--- config.mk ---
export PLATFORM = sky130hd
export DESIGN_NAME = pio_rd_engine
export DESIGN_NICKNAME = d
export VERILOG_FILES = /design/src/rtl/pio_rd_pkg.sv /design/src/rtl/pio_settle_timer.sv /design/src/rtl/pio_word_cnt.sv /design/src/rtl/pio_rd_engine.sv
export SDC_FILE = /design/constraint.sdc
export NUM_CORES = 1
export LEC_CHECK = 0
export ABC_AREA = 1
export ABC_CLOCK_PERIOD_IN_PS = 2600
export BUFFER_PORTS_ARGS = -buffer_cell sky130_fd_sc_hd__buf_2
export CAP_MARGIN = 20
export CORE_MARGIN = 10
export CORE_UTILIZATION = 40
export CTS_CLUSTER_SIZE = 30
export DETAILED_ROUTE_END_ITERATION = 10
export SLEW_MARGIN = 30
export SYNTH_ARGS = -nofsm -noshare
export SYNTH_HDL_FRONTEND = slang
export SYNTH_SLANG_ARGS = --single-unit
--- constraint.sdc ---
create_clock -name clk_i -period 2.6 [get_ports clk_i]
set_input_delay 0.26 -clock clk_i [delete_from_list [all_inputs] [get_ports clk_i]]
set_output_delay 0.26 -clock clk_i [all_outputs]
set_load 0.03 [all_outputs]
--- src/rtl/pio_rd_pkg.sv ---
package pio_rd_pkg;

    typedef enum logic [2:0] {
        ST_IDLE,
        ST_CMD,
        ST_SETTLE,
        ST_POLL,
        ST_XFER,
        ST_DONE,
        ST_FAIL
    } pio_state_e;

    localparam logic [7:0] OPC_READ_ONE   = 8'h20;
    localparam logic [7:0] OPC_READ_BLOCK = 8'hC4;

    localparam logic [2:0] REG_DATA    = 3'd0;
    localparam logic [2:0] REG_CMDSTAT = 3'd7;

    localparam int STAT_BUSY_BIT = 7;
    localparam int STAT_DREQ_BIT = 3;
    localparam int STAT_FAIL_BIT = 0;

endpackage

--- src/rtl/pio_settle_timer.sv ---
module pio_settle_timer #(
    parameter int CYC = 40
) (
    input  logic clk_i,
    input  logic rst_ni,
    input  logic load_i,
    output logic expired_o
);
    localparam int TW = (CYC < 2) ? 1 : $clog2(CYC + 1);

    logic [TW-1:0] cnt_d, cnt_q;

    always_comb begin
        cnt_d = cnt_q;
        if (load_i) begin
            cnt_d = TW'(CYC - 1);
        end else if (cnt_q != '0) begin
            cnt_d = cnt_q - TW'(1);
        end
    end

    always_ff @(posedge clk_i) begin
        if (!rst_ni) cnt_q <= '0;
        else         cnt_q <= cnt_d;
    end

    assign expired_o = (cnt_q == '0);

    // once run out, the window stays closed until reloaded
    a_r7_timer_idle_holds: assert property (@(posedge clk_i) disable iff (!rst_ni)
        (expired_o && !load_i) |=> expired_o);

endmodule

--- src/rtl/pio_word_cnt.sv ---
module pio_word_cnt #(
    parameter int WORDS = 256
) (
    input  logic clk_i,
    input  logic rst_ni,
    input  logic clr_i,
    input  logic adv_i,
    output logic last_o
);
    localparam int WW = (WORDS < 2) ? 1 : $clog2(WORDS);

    logic [WW-1:0] cnt_d, cnt_q;

    always_comb begin
        cnt_d = cnt_q;
        if (clr_i) begin
            cnt_d = '0;
        end else if (adv_i) begin
            cnt_d = last_o ? '0 : cnt_q + WW'(1);
        end
    end

    always_ff @(posedge clk_i) begin
        if (!rst_ni) cnt_q <= '0;
        else         cnt_q <= cnt_d;
    end

    assign last_o = (cnt_q == WW'(WORDS - 1));

    // after a sector's final word the next word starts a fresh sector
    a_r4_sector_wraps: assert property (@(posedge clk_i) disable iff (!rst_ni)
        (adv_i && last_o && !clr_i) |=> !last_o || (WORDS == 1));

endmodule

--- src/rtl/pio_rd_engine.sv ---
module pio_rd_engine
    import pio_rd_pkg::*;
#(
    parameter int CLK_PERIOD_PS = 10000,
    parameter int SETTLE_PS     = 400000,
    parameter int CNT_W         = 16,
    parameter int BLK_W         = 8,
    parameter int WORDS_PER_SEC = 256
) (
    input  logic             clk_i,
    input  logic             rst_ni,
    input  logic             start_i,
    input  logic [CNT_W-1:0] sec_count_i,
    input  logic [BLK_W-1:0] blk_size_i,
    input  logic             multi_i,
    output logic [2:0]       tf_addr_o,
    output logic             tf_rd_o,
    output logic             tf_wr_o,
    output logic [7:0]       tf_wdata_o,
    input  logic [15:0]      tf_rdata_i,
    output logic             out_valid_o,
    output logic [15:0]      out_data_o,
    input  logic             out_ready_i,
    output logic             busy_o,
    output logic             done_o,
    output logic             err_o
);
    localparam int SETTLE_CYC = (SETTLE_PS + CLK_PERIOD_PS - 1) / CLK_PERIOD_PS;

    typedef struct packed {
        pio_state_e       st;
        logic [CNT_W-1:0] remain;
        logic [CNT_W-1:0] phase_left;
        logic [BLK_W-1:0] blk;
        logic             multi;
    } eng_s;

    eng_s eng_d, eng_q;

    logic             tmr_load, tmr_expired;
    logic             wc_clr, wc_adv, wc_last;
    logic [CNT_W-1:0] blk_eff, phase_sz;

    pio_settle_timer #(.CYC(SETTLE_CYC)) settle_i (
        .clk_i     (clk_i),
        .rst_ni    (rst_ni),
        .load_i    (tmr_load),
        .expired_o (tmr_expired)
    );

    pio_word_cnt #(.WORDS(WORDS_PER_SEC)) words_i (
        .clk_i  (clk_i),
        .rst_ni (rst_ni),
        .clr_i  (wc_clr),
        .adv_i  (wc_adv),
        .last_o (wc_last)
    );

    always_comb begin
        blk_eff  = (eng_q.blk == '0) ? CNT_W'(1) : CNT_W'(eng_q.blk);
        phase_sz = CNT_W'(1);
        if (eng_q.multi) begin
            phase_sz = (eng_q.remain < blk_eff) ? eng_q.remain : blk_eff;
        end
    end

    always_comb begin
        eng_d       = eng_q;
        tf_addr_o   = REG_DATA;
        tf_rd_o     = 1'b0;
        tf_wr_o     = 1'b0;
        tf_wdata_o  = '0;
        out_valid_o = 1'b0;
        done_o      = 1'b0;
        err_o       = 1'b0;
        tmr_load    = 1'b0;
        wc_clr      = 1'b0;
        wc_adv      = 1'b0;

        unique case (eng_q.st)
            ST_IDLE: begin
                wc_clr = 1'b1;
                if (start_i) begin
                    eng_d.remain = sec_count_i;
                    eng_d.blk    = blk_size_i;
                    eng_d.multi  = multi_i;
                    eng_d.st     = (sec_count_i == '0) ? ST_DONE : ST_CMD;
                end
            end
            ST_CMD: begin
                tf_wr_o    = 1'b1;
                tf_addr_o  = REG_CMDSTAT;
                tf_wdata_o = eng_q.multi ? OPC_READ_BLOCK : OPC_READ_ONE;
                tmr_load   = 1'b1;
                eng_d.st   = ST_SETTLE;
            end
            ST_SETTLE: begin
                if (tmr_expired) eng_d.st = ST_POLL;
            end
            ST_POLL: begin
                tf_rd_o   = 1'b1;
                tf_addr_o = REG_CMDSTAT;
                if (tf_rdata_i[STAT_BUSY_BIT]) begin
                    eng_d.st = ST_POLL;
                end else if (tf_rdata_i[STAT_FAIL_BIT]) begin
                    eng_d.st = ST_FAIL;
                end else if (tf_rdata_i[STAT_DREQ_BIT]) begin
                    eng_d.phase_left = phase_sz;
                    eng_d.st         = ST_XFER;
                end
            end
            ST_XFER: begin
                out_valid_o = 1'b1;
                tf_addr_o   = REG_DATA;
                tf_rd_o     = out_ready_i;
                if (out_ready_i) begin
                    wc_adv = 1'b1;
                    if (wc_last) begin
                        eng_d.remain     = eng_q.remain - CNT_W'(1);
                        eng_d.phase_left = eng_q.phase_left - CNT_W'(1);
                        if (eng_q.remain == CNT_W'(1)) begin
                            eng_d.st = ST_DONE;
                        end else if (eng_q.phase_left == CNT_W'(1)) begin
                            tmr_load = 1'b1;
                            eng_d.st = ST_SETTLE;
                        end
                    end
                end
            end
            ST_DONE: begin
                done_o   = 1'b1;
                eng_d.st = ST_IDLE;
            end
            ST_FAIL: begin
                err_o    = 1'b1;
                eng_d.st = ST_IDLE;
            end
            default: eng_d.st = ST_IDLE;
        endcase
    end

    always_ff @(posedge clk_i) begin
        if (!rst_ni) begin
            eng_q    <= '0;
            eng_q.st <= ST_IDLE;
        end else begin
            eng_q <= eng_d;
        end
    end

    assign out_data_o = tf_rdata_i;
    assign busy_o     = (eng_q.st != ST_IDLE);

    // the only register write is a read opcode to the command register
    a_r2_opcode_only: assert property (@(posedge clk_i) disable iff (!rst_ni)
        tf_wr_o |-> (tf_addr_o == REG_CMDSTAT) &&
                    (tf_wdata_o == OPC_READ_ONE || tf_wdata_o == OPC_READ_BLOCK));

    // a busy status keeps the engine polling
    a_r3_busy_keeps_polling: assert property (@(posedge clk_i) disable iff (!rst_ni)
        (tf_rd_o && tf_addr_o == REG_CMDSTAT && tf_rdata_i[STAT_BUSY_BIT]) |=>
        (tf_rd_o && tf_addr_o == REG_CMDSTAT));

    // never read and write the register file in the same cycle
    a_r3_no_rd_wr_overlap: assert property (@(posedge clk_i) disable iff (!rst_ni)
        !(tf_rd_o && tf_wr_o));

    // data register reads only when the consumer takes the word
    a_r8_read_needs_ready: assert property (@(posedge clk_i) disable iff (!rst_ni)
        (tf_rd_o && tf_addr_o == REG_DATA) |-> (out_valid_o && out_ready_i));

    // a stalled word stays offered
    a_r8_valid_held: assert property (@(posedge clk_i) disable iff (!rst_ni)
        (out_valid_o && !out_ready_i) |=> out_valid_o);

    // polling resumes only once the settle window has run out
    a_r7_poll_after_window: assert property (@(posedge clk_i) disable iff (!rst_ni)
        (eng_q.st == ST_POLL && $past(eng_q.st) == ST_SETTLE) |-> $past(tmr_expired));

    // completion and abort never coincide
    a_r9_done_err_exclusive: assert property (@(posedge clk_i) disable iff (!rst_ni)
        !(done_o && err_o));

    // end pulses last a single cycle
    a_r9_single_pulse: assert property (@(posedge clk_i) disable iff (!rst_ni)
        (done_o || err_o) |=> !(done_o || err_o));

endmodule

# ---- After elaboration in Yosys (flattened, before gate mapping)
# Cells that the tools add are included.
dict set report classes {
  add_sub_neg 4
  order_cmp 1
  eq_ne 18
  mux 38
  bitwise 1
  reduce_logical 16
}
# op n
set ops {}
lappend ops {{$mux 16} 5}
lappend ops {{$mux 35} 2}
lappend ops {{$pmux 16 s2} 2}
lappend ops {{$eq 16x1->1 const B} 2}
lappend ops {{$mux 8} 4}
lappend ops {{$sub 16x1->16 const B} 2}
lappend ops {{$mux 3} 8}
lappend ops {{$mux 19} 1}
lappend ops {{$logic_not 16->1} 1}
lappend ops {{$lt 16x8->1} 1}
lappend ops {{$pmux 3 s5} 1}
lappend ops {{$mux 6} 2}
lappend ops {{$reduce_and 6->1} 2}
lappend ops {{$mux 1} 11}
lappend ops {{$ne 2x2->1 const B} 5}
lappend ops {{$eq 3x3->1 const B} 3}
lappend ops {{$add 8x1->8 const B} 1}
lappend ops {{$eq 8x8->1 const B} 1}
lappend ops {{$logic_not 8->1} 1}
lappend ops {{$eq 3x2->1 const B} 2}
lappend ops {{$logic_not 6->1} 1}
lappend ops {{$reduce_bool 2->1} 3}
lappend ops {{$reduce_bool 6->1} 1}
lappend ops {{$reduce_or 2->1} 3}
lappend ops {{other kinds (11)} 13}
dict set report totals {
  reg_bits 58
  word_cells 86
}

# ---- Logic depth before layout (Yosys ltp)
# Gate-level depths: netlist of the first run.
dict set report logic_depth {
  word_depth 9
  mapped_depth 15
  depth_no_buf 15
}

# ---- Hierarchy
# A second synthesis of the first run with hierarchy kept.
dict set report unflattened {
  hier_cells 587
  area_unflattened_um2 3982.6
}
# mod n_inst cells_each area_each_um2 seq_area_each_um2
set modules_own_cells {}
lappend modules_own_cells {pio_rd_engine 1 482 3230.6 880.8}
lappend modules_own_cells {pio_word_cnt 1 60 420.4 160.2}
lappend modules_own_cells {pio_settle_timer 1 45 331.6 120.1}

# ---- Worst setup path before layout of the first run
# OpenSTA, ideal clock, no wires.
dict set report synth_timing {
  kind {register -> output}
  from {register eng_q[41] in the netlist's numbering}
  to {output port tf_wdata_o[6]}
  arrival_time_ns 2.181
  required_time_ns 2.340
  setup_slack_ns 0.159
  stages_incl_launch_ff 8
  path_buffers 1
  path_cell_list {dfxtp_1 -> inv_1 -> nor2_2 -> inv_1 -> nor2_1 -> inv_1 -> nor2_1 -> buf_4}
}
dict set report synth_between {
  elab_chain_len 2
}
# element line_no
set synth_lines {}
lappend synth_lines {{start, declared} pio_rd_engine.sv:38} ;# eng_s eng_d, eng_q;
lappend synth_lines {{start signal, assigned} pio_rd_engine.sv:147} ;# eng_q <= eng_d;
lappend synth_lines {{$eq 3x1->1} pio_rd_engine.sv:80} ;# unique case (eng_q.st)
lappend synth_lines {{$mux 8} pio_rd_engine.sv:80}
lappend synth_lines {{end, declared} pio_rd_engine.sv:19} ;# output logic [7:0] tf_wdata_o,
# No other way between the ends.

# ---- Worst setup path in the final report of the first run
dict set report layout_timing {
  from {register eng_q[42] in the netlist's numbering}
  to {register eng_q[31] in the netlist's numbering}
}
dict set report layout_between {
  elab_chain_len 3
  elab_cells_between_ends 8
}
# element line_no
set layout_lines {}
lappend layout_lines {{$eq 3x3->1 / $logic_not 3->1 (equally long branches)} pio_rd_engine.sv:80}
lappend layout_lines {{$ne 2x1->1 (no line), or another cell as far along} n/a}
lappend layout_lines {{$reduce_and 4->1 (no line)} n/a}
# Several ways; a longest one is shown, not always the timed one.
# A chain may end at the register's enable or synchronous reset.

==> results of run 1 <==
-- logic make-up after synthesis --
family,count (synthesis)
xor+xnor,11
compound gates,132
other cells,1
simple gates,245
flops,58
buf+inv,123
fa+ha+maj,13
-- registers in the layout (all words and copies together) (netlist names) --
| name | cells |
|---|---|
| settle_i.cnt_q | 6 |
| words_i.cnt_q | 8 |
| eng_q | 44 |
-- metal layers --
layer	up-vias	global-route usage, %	share of wire, %
li1	1932	-	-
met1	1654	17.8	47
met2	87	24.6	46
met3	17	3.01	5.1
met4	0	5.77	1.7
met5	-	0	0
-- Yosys cell counts, types with 2 or more instances --
cell / instances / share of area [%]
buf_4: 25 / 5.0
or2_2: 2 / 0.33
o211ai_1: 5 / 1.0
xor2_1: 9 / 2.1
ha_1: 13 / 4.3
nand3_1: 28 / 3.7
nor4_1: 5 / 0.83
o21ai_0: 60 / 8.0
buf_2: 3 / 0.40
nand4_1: 8 / 1.3
nand2_1: 92 / 9.2
dfxtp_1: 58 / 31
a31oi_1: 3 / 0.50
a211oi_1: 4 / 0.80
o22ai_1: 2 / 0.33
inv_1: 77 / 7.7
nor2_4: 2 / 0.60
o21a_1: 3 / 0.60
xnor2_1: 2 / 0.46
nor3_1: 17 / 2.3
nor2_1: 85 / 8.5
inv_2: 4 / 0.40
clkbuf_1: 11 / 1.1
a21oi_1: 49 / 6.5
a221oi_1: 3 / 0.70
-- power by group --
group	internal, mW	total, mW	switching (mW)
clock	0.563	0.942	0.380
combinational	0.784	2.39	1.60
sequential	1.09	1.26	0.173
total	2.43	4.59	2.16
-- through the flow --
stage | area (um2) | hold slack (ns)
2_1_floorplan | 3780 | 0.421
3_3_place_gp | 3930 | 0.445
3_5_place_dp | 3930 | 0.455
4_1_cts | 4150 | 0.181
5_1_grt | 4150 | 0.195
6_report | 4150 | 0.194
-- path summary, 6_finish.rpt --
| kind | from | end | slack [ns] | cells past startpoint |
|---|---|---|---|---|
| worst max-delay path | eng_q[42] | eng_q[31] | 0.40 | 11 |
| worst min-delay path | sec_count_i[0] | eng_q[25] | 0.19 | 3 |
| worst max register to register | eng_q[42] | eng_q[31] | 0.40 | 11 |
| worst min register to register | eng_q[1] | eng_q[1] | 0.46 | 2 |
-- critical path: stages (launching register included) --
cell and delay [ns]:
dfxtp_1 0.43, nor2_1 0.08, inv_2 0.08, nor2_1 0.06, inv_1 0.09, nor2_1 0.07
o22ai_2 0.63, inv_2 0.27, o21ai_0 0.18, nand2_1 0.08, o211ai_1 0.08, inv_1 0.05
-- area by class of cell --
class	count	share of cell area, %
inverters	83	7.56
repair buffers	51	6.39
well taps	111	3.34
clock inverters	5	1.87
clock buffers	11	3.40
multi-input cells	405	49.5
flip-flops and latches	58	28.0
-- repair_timing --
action                                 4_1_cts  5_1_grt
resized for setup                            0        1
setup endpoints to repair                    0        1
endpoints found under the hold margin        0        0
==> impl_results.md, run 1 <==
* CTS buffer count at 9
* Slew Viols, Final at 0
* CTS tree: built
* Vias in the first global route at ~3600
* Pre-CTS setup slack at 0.268 ns
* Post-placement cell count at 708
* Most common cell after layout, fill and taps aside: nand2_1
* Layout cells sized above 1 at a little over an eighth
* Port-buffer cells at 47
* Worst-path maximum fanout at 19
* Async SR Flop Fraction at 0%
* Sequential area share after synthesis at 30.8%
* DRC at 0
* FF/Latch Area at 1160 um2
* Synth Area in Compound Gates at 19.1%
* Remaining antenna violation count at 0
* Die area at 13700 um2
* Critical path endpoint category: flop
* Post-DR wirelength/cell at 13.5 um
* Synth Area in Simple Gates at 28.1%
* Row count at 35
* Initial antenna violation count at 0
* First DRT Iteration DRCs at 183
* Largest family of logic cells by synthesized area: simple AND/OR/NAND/NOR gates
* Hold buffer count at CTS at 0
* RSZ-0062 raised after global routing: false
* DR vias/cell at just over 5
* Core Area at 9200 um2
* GP Congestion at 0.870
* H-tree depth at 3
* Warnings, synthesis at 0
* PwrDens at 1100 nW/um2
* Fillers at 1000
* Adder-Cell Fraction of Synth Area at 4.31%
* DR vias at 3690
* Final nets at 666
* Die W at 117 um
* Setup TNS Final at 0 ns
* PnR Total Power at 4.59 mW
* TritonRoute pass-1 iters at 5
* Post-Route Utilization at a little under half
* Area of the multi-input gates at 2060 um2
* Starting Density at 41.0%
* Fmax at 0.454 GHz
* Worst Max-Slew Pin Slew at 0.849 ns
* Non-filler cells, final at 724
* WP data required at 2.84 ns
* First-pass GRT wire length at approximately 16 mm
* Max Cap Viol at 0
* Grt ovf at 0
* Clock transition at the registers of the reported paths at 0.07 ns
* Multiplexer share of the synthesized area at 0%
* I/O pins at slightly below 80
* Largest net degree at the start of global routing at 33
* Slew headroom at 43.4%
* Critical Path Source Type: flop
* Synth cell types at 38
* Xor/xnor share of the synthesized area at 2.55%
* Detailed Place HPWL at roughly 7.3 mm
* Setup violators final at 0
* Clock sinks at 58
* Most frequent cells in the layout: nand2_1, nor2_1, inv_1
* Crit path kind: flop to flop
* LEAKAGE at roughly 2 nW
* Data arrival, critical path at between 2 and 2.5 ns
* Dominant synthesized flop cell: dfxtp_1
* Cells after synthesis at 583
* Outcome: complete, no violations
* Avg Cell Area, Syn at 6.47 um2
* Routed WL at 9.74 mm
* Clock latency on the worst-skew pair at 0.35 ns
* Netlist Area Pre-Place at 3770 um2
* Root buffer cell: clkbuf_8
* Diodes inserted at 0
* Final hold viol count at 0
* Die Span Y at 117 um
* Final worst-path cycle share at 84.7%
* HP Class: primary input to flop
* Worst Slack Setup Final at 0.399 ns
* Total GRT Usage at 14.6%
* Max clock buf depth at 2
* Clock Skews at 0.00668 ns
* Number of synthesized register bits at 58
* Synthesis-to-layout area growth at 10.1%
* Setup bufs post-CTS at 0
* Min Tclk post-route at 2.20 ns
* Max VDD drop at 0.000478 V
* Number of synthesized flops with an enable pin at 0
Power figures use the tool's default switching activity.
==> run 2: changes to the inputs <==
--- a/config.mk
+++ b/config.mk
@@ -6,7 +6,7 @@
 export NUM_CORES = 1
 export LEC_CHECK = 0
 export ABC_AREA = 1
-export ABC_CLOCK_PERIOD_IN_PS = 2600
+export ABC_CLOCK_PERIOD_IN_PS = 2000
 export BUFFER_PORTS_ARGS = -buffer_cell sky130_fd_sc_hd__buf_2
 export CAP_MARGIN = 20
 export CORE_MARGIN = 10
==> constraint.sdc (replaced) <==
create_clock -name clk_i -period 2 [get_ports clk_i]
set_input_delay 0.2 -clock clk_i [delete_from_list [all_inputs] [get_ports clk_i]]
set_output_delay 0.2 -clock clk_i [all_outputs]
set_load 0.03 [all_outputs]
==> run 2 against run 1 <==
Compared with the run above:
- non-clock buffer count rose by 19
- fmax rose by 17%
- via count rose by 2.4%
- critical endpoint is now eng_q[43]
- wire length is 3.4% higher
- clock skew grew 0.0048 ns
- global-route usage grew 0.19 points
- sequential share of layout area is 1.4 points lower
- combinational power is 48% higher
- first-iteration DRC count decreased by 0.55%
- cell count up 2.6%
- die area stayed put
- largest cell class unchanged
- sequential power increased by 33%
==> impl_results.md, run 2 (synthesis results as in run 1) <==
* Outcome: complete, no violations (unchanged)
* Die W at 117 um (unchanged)
* Clock Skews at 0.0115 ns (was 0.00668 ns)
* Final nets at 685 (was 666)
* WP data required at 2.22 ns (was 2.84 ns)
* Hold path start: blk_size_i[6] (was sec_count_i[0])
* Routed WL at 10.1 mm (was 9.74 mm)
* Die Span Y at 117 um (unchanged)
* Crit path kind: flop to flop (unchanged)
* Max clock buf depth at 2 (unchanged)
* Die area at 13700 um2 (unchanged)
* Non-filler cells, final at 743 (was 724)
* Crit path cell chain: inv_2 -> ha_4 -> nand2_2 -> nor2_4 -> inv_2 -> nor2_1 -> inv_1 -> or2_4 -> nand2_2 -> o21ai_2 -> nor2_2 -> nand2_2 -> nor3_2 -> nor3_1 (was nor2_1 -> inv_2 -> nor2_1 -> inv_1 -> nor2_1 -> o22ai_2 -> inv_2 -> o21ai_0 -> nand2_1 -> o211ai_1 -> inv_1)
* Critical path endpoint category: flop (unchanged)
* Fmax at 0.532 GHz (was 0.454 GHz)
* Largest net degree at the start of global routing at 33 (unchanged)
* Final hold viol count at 0 (unchanged)
* Vias in the first global route at 3624 (was 3641)
* First DRT Iteration DRCs at 182 (was 183)
* LEAKAGE at 2.04 nW (was 1.94 nW)
* CP peak stage delay at 0.33 ns (was 0.63 ns)
* Port-buffer cells at 47 (unchanged)
* Min Tclk post-route at 1.88 ns (was 2.20 ns)
* GP Congestion at 0.904 (was 0.870)
* Slew Viols, Final at 0 (unchanged)
* Layout cells sized above 1 at 19.6% (was 13.1%)
* Total GRT Usage at 14.8% (was 14.6%)
* Clock latency on the worst-skew pair at 0.34 ns (was 0.35 ns)
* Max VDD drop at 0.000688 V (was 0.000478 V)
* Clock transition at the registers of the reported paths at 0.07 ns (about the same)
* Worst-path maximum fanout at 4 (was 19)
* Pre-CTS setup slack at 0.00565 ns (was 0.268 ns)
* Synthesis-to-layout area growth at 16.1% (was 10.1%)
* First-pass GRT wire length at 16.5 mm (was 16.2 mm)
* Core Area at 9200 um2 (unchanged)
* CP startpoint: settle_i.cnt_q[0] (was eng_q[42])
* Max Cap Viol at 0 (unchanged)
* I/O pins at 78 (unchanged)
* Row count at 35 (unchanged)
* DR vias at 3779 (was 3690)
* Hold buffer count at CTS at 0 (unchanged)
* Most frequent cells in the layout: nand2_1, nor2_1, inv_1 (unchanged)
* Detailed Place HPWL at 7.44 mm (was 7.33 mm)
* H-tree depth at 3 (unchanged)
* RR Startpoint: settle_i.cnt_q[0] (was eng_q[42])
* Post-placement cell count at 720 (was 708)
* Post-DR wirelength/cell at 13.6 um (was 13.5 um)
* Top reg by flops: eng_q (unchanged)
* Initial antenna violation count at 0 (unchanged)
* Data arrival, critical path at 2.10 ns (was 2.44 ns)
* Clock sinks at 58 (unchanged)
* Slowest CP cell: dfxtp_2 (was o22ai_2)
* Most common cell after layout, fill and taps aside: nand2_1 (unchanged)
* WP buf/inv at 3 (was 4)
* TritonRoute pass-1 iters at 7 (was 5)
* Critical Path Source Type: flop (unchanged)
* Grt ovf at 0 (unchanged)
* Starting Density at 41.0% (unchanged)
* Worst Slack Setup Final at 0.121 ns (was 0.399 ns)
* Top flop regs: eng_q (44), words_i.cnt_q (8), settle_i.cnt_q (6) (unchanged)
* DR vias/cell at 5.09 (was 5.10)
* Number of flip-flops in the largest register at 44 (unchanged)
* CTS tree: built (unchanged)
* Most frequent CP cell: nand2_2 (was nor2_1)
* Remaining antenna violation count at 0 (unchanged)
* Setup violators final at 0 (unchanged)
* DRC at 0 (unchanged)
* Root buffer cell: clkbuf_8 (unchanged)
* Diodes inserted at 0 (unchanged)
* CTS buffer count at 9 (unchanged)
* PwrDens at 1440 nW/um2 (was 1100 nW/um2)
* HP Class: primary input to flop (unchanged)
* PnR Total Power at 6.32 mW (was 4.59 mW)
* Final worst-path cycle share at 94.0% (was 84.7%)
* RSZ-0062 raised after global routing: true (was false)
* CP delay by family, top: simple AND/OR/NAND/NOR gates (was compound AO/OA/AOI/OAI gates)
[run 2: cell count changes in the layout (fill, tap and decap cells not counted), sizes merged]
cell	change
inv	-1
buf	+19
clkinv	+2
bufinv	-1
[run 2: repair_timing]
item,4_1_cts,5_1_grt
buffers inserted,0,7
setup endpoints to repair,0,29
resized for setup,0,32
endpoints found under the hold margin,0,0
[run 2: final timing paths]
check	end	slack (ns)	cells past startpoint
setup / recovery	eng_q[43]	0.12	14
hold reg to reg	eng_q[1]	0.45	2
hold / removal	eng_q[7]	0.15	3
setup reg to reg	eng_q[43]	0.12	14
[run 2: worst register-to-register path, stage by stage (launching register included)]
cell and delay [ns]:
dfxtp_2 0.33, inv_2 0.08, ha_4 0.14, nand2_2 0.06
nor2_4 0.12, inv_2 0.04, nor2_1 0.10, inv_1 0.06
or2_4 0.27, nand2_2 0.08, o21ai_2 0.06, nor2_2 0.13
nand2_2 0.08, nor3_2 0.17, nor3_1 0.06
[run 2: cell type report]
cell class / instances / area [um2]
Clock inverter: 5 / 53.8
Timing Repair Buffer: 70 / 412
Tap cell: 111 / 139
Clock buffer: 11 / 141
Sequential cell: 58 / 1160
Multi-Input combinational cell: 405 / 2150
Inverter: 83 / 320
Fill cell: 954 / 4820
[run 2: metrics by stage]
step / cell area (um2) / TNS (ns) / util (%) / hold WS [ns]
floorplan: 3790 / 0 / - / 0.361
global placement: 4030 / 0 / 43.9 / 0.400
finish: 4380 / 0 / 47.6 / 0.146
global route: 4380 / -0.0796 / 47.6 / 0.163
CTS: 4230 / 0 / 46.0 / 0.139
detailed placement: 4030 / 0 / 43.9 / 0.400
[run 2: power by group]
part | switching [mW] | internal [mW] | leakage, nW | total [mW]
registers | 0.257 | 1.42 | 0.475 | 1.67
clock network | 0.493 | 0.606 | 0.103 | 1.10
logic | 2.23 | 1.31 | 1.46 | 3.54
[run 2: layer usage]
metal / GRT usage, % / vias to the layer above / share of wire, %
li1: - / 1969 / -
met1: 18.6 / 1697 / 47
met2: 24.9 / 105 / 47
met3: 2.55 / 8 / 4.8
met4: 5.19 / 0 / 0.71
met5: 0 / - / 0
